`config.mk`:
```
export PLATFORM = sky130hd
export DESIGN_NAME = card_irq_status
export DESIGN_NICKNAME = d
export VERILOG_FILES = /design/src/rtl/cis_pkg.sv /design/src/rtl/cis_card_detect.sv /design/src/rtl/cis_status_bank.sv /design/src/rtl/cis_enable_regs.sv /design/src/rtl/card_irq_status.sv
export SDC_FILE = /design/constraint.sdc
export NUM_CORES = 1
export LEC_CHECK = 0
export ABC_AREA = 1
export BUFFER_PORTS_ARGS = -buffer_cell sky130_fd_sc_hd__buf_2
export CORE_MARGIN = 5
export CORE_UTILIZATION = 55
export CTS_CLUSTER_DIAMETER = 120
export DETAILED_ROUTE_END_ITERATION = 10
export PLACE_DENSITY = 0.86
export SLEW_MARGIN = 30
export SYNTH_ARGS = -nofsm -noshare
export SYNTH_HDL_FRONTEND = slang
export SYNTH_HIERARCHICAL = 1
export SYNTH_SLANG_ARGS = --single-unit
```
`constraint.sdc`:
```
create_clock -name clk -period 1.3 [get_ports clk]
set_input_delay 0.13 -clock clk [delete_from_list [all_inputs] [get_ports clk]]
set_output_delay 0.13 -clock clk [all_outputs]
set_load 0.03 [all_outputs]
```
`src/rtl/cis_pkg.sv`:
```
package cis_pkg;
    localparam int          DW          = 32;
    localparam logic [31:0] IMPL_MASK   = 32'h000F_80DF;
    localparam logic [31:0] DEF_EN_MASK = 32'h000F_801F;
    localparam logic [31:0] EXT_EV_MASK = 32'h000F_00C7;
    localparam int          B_MEDIA_IN  = 3;
    localparam int          B_MEDIA_OUT = 4;
    localparam int          B_ANY_ERR   = 15;
    localparam int          B_ERR_LO    = 16;
    localparam int          B_ERR_HI    = 19;

    typedef enum logic [1:0] {
        RA_STATUS = 2'd0,
        RA_STEN   = 2'd1,
        RA_SIGEN  = 2'd2,
        RA_NONE   = 2'd3
    } reg_addr_e;

    typedef enum logic {
        CD_ABSENT  = 1'b0,
        CD_PRESENT = 1'b1
    } cd_state_e;
endpackage

```
`src/rtl/cis_card_detect.sv`:
```
module cis_card_detect
    import cis_pkg::*;
#(
    parameter int SYNC_STAGES = 2
) (
    input  logic clk,
    input  logic rst_n,
    input  logic card_i,
    output logic ins_o,
    output logic rem_o
);
    logic [SYNC_STAGES-1:0] sync_q;
    logic                   seen;
    cd_state_e              state_q, state_d;

    always_ff @(posedge clk or negedge rst_n) begin
        if (!rst_n) sync_q <= '0;
        else        sync_q <= {sync_q[SYNC_STAGES-2:0], card_i};
    end
    assign seen = sync_q[SYNC_STAGES-1];

    always_ff @(posedge clk or negedge rst_n) begin
        if (!rst_n) state_q <= CD_ABSENT;
        else        state_q <= state_d;
    end

    always_comb begin
        state_d = state_q;
        ins_o   = 1'b0;
        rem_o   = 1'b0;
        unique case (state_q)
            CD_ABSENT:  if (seen)  begin state_d = CD_PRESENT; ins_o = 1'b1; end
            CD_PRESENT: if (!seen) begin state_d = CD_ABSENT;  rem_o = 1'b1; end
        endcase
    end

    assert_ins_single_R9: assert property (@(posedge clk) disable iff (!rst_n)
        ins_o |=> !ins_o);
    assert_rem_single_R9: assert property (@(posedge clk) disable iff (!rst_n)
        rem_o |=> !rem_o);
endmodule

```
`src/rtl/cis_status_bank.sv`:
```
module cis_status_bank
    import cis_pkg::*;
(
    input  logic          clk,
    input  logic          rst_n,
    input  logic [DW-1:0] ev_i,
    input  logic [DW-1:0] st_en_i,
    input  logic [DW-1:0] clr_i,
    output logic [DW-1:0] status_o
);
    logic [DW-1:0] status_q, set_vec, sum_vec;
    logic          err_any;

    assign err_any = |status_q[B_ERR_HI:B_ERR_LO];

    always_comb begin
        sum_vec            = '0;
        sum_vec[B_ANY_ERR] = err_any;
    end

    assign set_vec = (ev_i | sum_vec) & st_en_i & IMPL_MASK;

    always_ff @(posedge clk or negedge rst_n) begin
        if (!rst_n) status_q <= '0;
        else        status_q <= ((status_q & ~clr_i) | set_vec) & IMPL_MASK;
    end

    assign status_o = status_q;

    assert_w1c_R3: assert property (@(posedge clk) disable iff (!rst_n)
        (clr_i != '0) |=> ((status_q & $past(clr_i & ~set_vec)) == '0));
    assert_set_wins_R4: assert property (@(posedge clk) disable iff (!rst_n)
        (set_vec != '0) |=> ((status_q & $past(set_vec)) == $past(set_vec)));
    assert_no_spurious_R2: assert property (@(posedge clk) disable iff (!rst_n)
        1'b1 |=> ((status_q & ~$past(status_q) & ~$past(set_vec)) == '0));
    assert_err_summary_R6: assert property (@(posedge clk) disable iff (!rst_n)
        (err_any && st_en_i[B_ANY_ERR]) |=> status_q[B_ANY_ERR]);
endmodule

```
`src/rtl/cis_enable_regs.sv`:
```
module cis_enable_regs
    import cis_pkg::*;
(
    input  logic          clk,
    input  logic          rst_n,
    input  logic          load_def_i,
    input  logic          wr_sten_i,
    input  logic          wr_sigen_i,
    input  logic [DW-1:0] wdata_i,
    output logic [DW-1:0] sten_o,
    output logic [DW-1:0] sigen_o
);
    logic [DW-1:0] sten_q, sigen_q;

    always_ff @(posedge clk or negedge rst_n) begin
        if (!rst_n) begin
            sten_q  <= '0;
            sigen_q <= '0;
        end else if (load_def_i) begin
            sten_q  <= DEF_EN_MASK;
            sigen_q <= DEF_EN_MASK;
        end else begin
            if (wr_sten_i)  sten_q  <= wdata_i & IMPL_MASK;
            if (wr_sigen_i) sigen_q <= wdata_i & IMPL_MASK;
        end
    end

    assign sten_o  = sten_q;
    assign sigen_o = sigen_q;

    assert_load_default_R7: assert property (@(posedge clk) disable iff (!rst_n)
        load_def_i |=> (sten_q == DEF_EN_MASK && sigen_q == DEF_EN_MASK));
    assert_hold_R8: assert property (@(posedge clk) disable iff (!rst_n)
        (!load_def_i && !wr_sten_i) |=> $stable(sten_q));
endmodule

```
`src/rtl/card_irq_status.sv`:
```
module card_irq_status
    import cis_pkg::*;
#(
    parameter int SYNC_STAGES = 2
) (
    input  logic          clk,
    input  logic          rst_n,
    input  logic [1:0]    reg_addr_i,
    input  logic          reg_wr_i,
    input  logic [DW-1:0] reg_wdata_i,
    output logic [DW-1:0] reg_rdata_o,
    input  logic [DW-1:0] evt_i,
    input  logic          card_present_i,
    input  logic          reset_done_i,
    output logic          irq_o
);
    reg_addr_e     ra;
    logic          ins, rem;
    logic [DW-1:0] ev_all, clr_vec, status, sten, sigen;

    assign ra = reg_addr_e'(reg_addr_i);

    cis_card_detect #(.SYNC_STAGES(SYNC_STAGES)) u_cd (
        .clk(clk), .rst_n(rst_n), .card_i(card_present_i),
        .ins_o(ins), .rem_o(rem)
    );

    always_comb begin
        ev_all              = evt_i & EXT_EV_MASK;
        ev_all[B_MEDIA_IN]  = ins;
        ev_all[B_MEDIA_OUT] = rem;
    end

    assign clr_vec = (reg_wr_i && ra == RA_STATUS) ? reg_wdata_i : '0;

    cis_status_bank u_bank (
        .clk(clk), .rst_n(rst_n), .ev_i(ev_all), .st_en_i(sten),
        .clr_i(clr_vec), .status_o(status)
    );

    cis_enable_regs u_en (
        .clk(clk), .rst_n(rst_n), .load_def_i(reset_done_i),
        .wr_sten_i(reg_wr_i && ra == RA_STEN),
        .wr_sigen_i(reg_wr_i && ra == RA_SIGEN),
        .wdata_i(reg_wdata_i), .sten_o(sten), .sigen_o(sigen)
    );

    always_comb begin
        unique case (ra)
            RA_STATUS: reg_rdata_o = status;
            RA_STEN:   reg_rdata_o = sten;
            RA_SIGEN:  reg_rdata_o = sigen;
            RA_NONE:   reg_rdata_o = '0;
        endcase
    end

    assign irq_o = |(status & sigen);

    assert_irq_quiet_R5: assert property (@(posedge clk) disable iff (!rst_n)
        (sigen == '0) |-> !irq_o);
    assert_unimpl_R8: assert property (@(posedge clk) disable iff (!rst_n)
        ((status | sten | sigen) & ~IMPL_MASK) == '0);
endmodule

```
After elaboration in Yosys (flattened, before gate mapping)
Cells that the tools add are included.
{ "classes": {"reduce_logical": 8, "muxes": 10, "bitwise": 6, "eq_ne": 3} }
{ "ops": {"columns": ["cell", "count"], "rows": [
  ["two-way mux 32 bit", 4],
  ["case mux 32 bit (4 select lines)", 1],
  ["bitwise AND 20 bit", 2],
  ["bitwise AND 20 x 32 -> 32 bit", 1],
  ["OR reduction 32 bit", 1],
  ["two-way mux 20 bit", 1],
  ["NOT 20 bit", 1],
  ["OR 20 x 16 -> 20 bit", 1],
  ["OR 20 bit", 1],
  ["equality test 2 bit, second input constant", 2],
  ["two-way mux 1 bit", 4],
  ["nonzero test 2 bit", 2],
  ["OR reduction 4 bit", 1],
  ["logical AND 1 bit", 3],
  ["equality test 2 x 1 -> 1 bit, second input constant", 1],
  ["zero test 2 bit", 1]
]} }
{ "totals": {"reg_bits": 79, "out_inout_bits": 33, "elab_cells": 32, "input_bits": 71} }

Longest topological paths before layout
{ "depth": {"word_depth": 6, "mapped_depth": 7, "ltp_nobuf": 6} }

Hierarchy
The synthesis kept the hierarchy.
{ "modules_own_cells": {"columns": ["module", "instances", "area_per_inst_um2", "seq_area_each_um2", "cells_each"], "rows": [
  ["cis_enable_regs", 1, 1256.2, 600.6, 146],
  ["card_irq_status", 1, 1193.6, 0.0, 279],
  ["cis_status_bank", 1, 619.3, 300.3, 73],
  ["cis_card_detect", 1, 90.1, 75.1, 7]
]} }

Worst setup path after synthesis
No wires, ideal clock.
{ "synth_path": {"path_kind": "register to output", "startpoint": "register u_bank.status_q[16], in the netlist u_bank/status_o[16]", "endpoint": "output irq_o", "required_time_ns": 1.170, "path_buffers": 0, "path_slack_ns": 0.271, "path_stages_with_launch": 7, "arrival_time_ns": 0.899, "cell_sequence": "dfrtp_1 -> nand2_1 -> nand2_1 -> nor2_1 -> nand2_1 -> nor2_1 -> nand2_1"} }
{ "synth_between": {"elab_chain_cells": 2} }
{ "synth_rtl": {"columns": ["element", "line_no", "text"], "rows": [
  ["start, declared", "cis_status_bank.sv:11", "logic [DW-1:0] status_q, set_vec, sum_vec;"],
  ["start signal, assigned", "cis_status_bank.sv:25", "else status_q <= ((status_q & ~clr_i) | set_vec) & IMPL_MASK;"],
  ["bitwise AND 20 x 32 -> 32 bit", "card_irq_status.sv:57", "assign irq_o = |(status & sigen);"],
  ["OR reduction 32 bit", "card_irq_status.sv:57", null],
  ["end, declared", "card_irq_status.sv:15", "output logic irq_o"]
]} }
Every way passes these cells.

Worst setup path after layout
{ "layout_path": {"startpoint": "register u_bank.status_q[4], in the netlist u_bank/status_o[4]", "endpoint": "output irq_o"} }
The elaborated chain is that of the path after synthesis.

==> flow_summary.json <==
{
  "r2r_cells": 4,
  "fin_cells": 591,
  "critPathRequiredTime_ps": 1170,
  "vias_per_cell": 4.64,
  "clock_sinks": 39,
  "vias": 2740,
  "pwr-share-clk": 0.285,
  "grt_pass1_wl_um": 11900,
  "arrival_ps": 1330,
  "io_buffers": 40,
  "fin_skew_ps": 7.67,
  "violations": "negative setup slack",
  "antenna_found_initial": 0,
  "ir_drop_mv": 0.883,
  "path_clk_slew_ps": 80,
  "wl_per_cell_um": 11.6,
  "die_y_um": 83.7,
  "report.final.slew_viol_count": 0,
  "drc": 0,
  "wl_met2_um": 3340,
  "path_max_fanout": 2,
  "rsz0062_at_grt": "true",
  "ant_nets": 0,
  "p_switching_w": 0.00113,
  "gp_congestion": 0.878,
  "core_um2": 5200,
  "cts_tree": "done",
  "die_w_um": 83.7,
  "crit_chain": "nand2_2 -> nand2_1 -> nor2_1 -> nand2_1 -> nor2_1 -> nand2_1 -> buf_6",
  "pwr-share-seq": 0.428,
  "met3_length_um": 491,
  "setup_viol": 2,
  "final_nets": 591,
  "grt.total_usage": 0.206,
  "r2r-start": "u_en/sigen_o[15]",
  "cp_slowest_stage_delay_ps": 410,
  "power.leakage_nw": 1.94,
  "routed_wl_um": 6870,
  "max-cap-violations": 0,
  "grt_max_degree": 23,
  "min_from": "evt_i[6]",
  "cts_buffers": 5,
  "wl_met1_um": 2910,
  "p_int_w": 0.00210,
  "pre_cts_ws_ps": 117,
  "hold_class": "in -> reg",
  "fin_crit_ps": 1460,
  "io_pins": 104,
  "maxUsedRoutingLayer": "met4",
  "critical_path.slowest_cell": "dfrtp_1",
  "syn_to_final_growth_pct": 10.9,
  "drt_iter0_markers": 129,
  "crit_top_cell": "nand2_1",
  "power.density_nw_per_um2": 975,
  "clockBufferDepth": 2,
  "crit_type": "reg -> out",
  "firstDrtPassIters": 4,
  "min_period_over_period": 1.12,
  "placed_cells": 569,
  "holdPathStages": 3,
  "htreeDepth": 2,
  "syn_area_um2": 2990,
  "clock-root-buffer": "clkbuf_8",
  "finalSetupTns_ps": -208,
  "antennaDiodeCount": 0,
  "hpwl_um": 4920,
  "overflow": 0,
  "die_area_um2": 7000,
  "comb_power_share": 0.286,
  "min_to": "u_bank/status_o[6]",
  "status": "complete, but fails checks",
  "ys.warnings.count": 6,
  "grt_pass1_vias": 2684,
  "final_hold_viol_count": 0,
  "syn-instance-count": 464,
  "drive_gt1_frac": 0.188,
  "syn_area_per_cell_um2": 6.43,
  "setup_ws_ps": -162,
  "max_freq_mhz": 684,
  "reg2reg_to": "u_en/sigen_o[15]",
  "rows": 26,
  "insertion_delay_ps": 290,
  "worst_setup_path_end_kind": "output pin",
  "utilization": 0.636,
  "p_sw_frac": 0.351,
  "critPathLaunchType": "register",
  "r2r_setup_slack_ps": 430,
  "fin_total_pwr_w": 0.00323,
  "initial_core_util": 0.574
}
## routing by layer
metal  vias up  global-route usage
met5         -                   0
met2        98               0.349
met3        13              0.0346
li1       1409                   -
met4         0              0.0716
met1      1220               0.265
## area by class of cell
cell class	count	area, um2
fill	479	1890
timing repair buffer	68	463
tap	70	87.6
clock inverter	1	7.51
sequential	39	976
inverter	32	123
clock buffer	7	96.3
multi-input combinational	374	1560
## power by group through the flow
stage / sequential (W) / clock, W / combinational, W
2_1_floorplan: 0.00139 / 0 / 0.000731
3_3_place_gp: 0.00141 / 0 / 0.000782
3_5_place_dp: 0.00141 / 0 / 0.000796
4_1_cts: 0.00138 / 0.000931 / 0.000844
5_1_grt: 0.00139 / 0.000989 / 0.00104
6_report: 0.00138 / 0.000921 / 0.000925
## placed cells by master, fill, tap and decap left out
cell and count:
inv_2 1, nor2_2 9, a21oi_1 20, nand2_2 8
clkbuf_8 7, conb_1 61, nand2_1 206, nor2_4 1
buf_2 35, inv_1 30, clkinvlp_4 1, o21ai_0 11
nor2_1 21, nand3_1 33, inv_4 1, buf_4 24
dlygate4sd3_1 2, buf_12 1, buf_6 6, nand3_2 4
dfrtp_1 39
## worst max path at each step
stage	from	to	slack (ps)	cells after the start
finish	u_bank/status_o[4]	irq_o	-160	7
global route	u_en/sigen_o[15]	irq_o	-290	7
CTS	u_bank/status_o[15]	irq_o	-170	7
detailed placement	reg_addr_i[0]	reg_rdata_o[2]	120	7
global placement	reg_addr_i[0]	reg_rdata_o[2]	120	7
floorplan	u_bank/status_o[16]	irq_o	270	6
## critical path: cells and delay by family (launching register included)
family,cells,cell delay [ps]
buffers and inverters,1,140
and+or+nand+nor,6,470
DFF,1,410
## state kept, by name, indices dropped and copies added (netlist names)
| signal | flops |
|---|---|
| u_bank/status_o | 12 |
| u_cd/sync_q | 2 |
| u_en/sigen_o | 12 |
| u_en/sten_o | 12 |
| u_cd/state_q | 1 |
## stage by stage
stage / cell area, um2 / hold slack (ps)
after floorplan: 3200 / -166
after global placement: 3020 / 90.2
after detailed placement: 3020 / 96.8
after CTS: 3200 / 33.3
after global routing: 3310 / 54.5
final: 3310 / 38.1
## repair_timing
item | in CTS | in global routing
hold buffers | 2 | 0
endpoints found under the setup margin | 1 | 6
endpoints found under the hold margin | 18 | 0
pin swaps | 1 | 7
setup buffers | 6 | 8
gates resized for setup | 3 | 27
No activity file was read; power rests on OpenSTA's default activity.
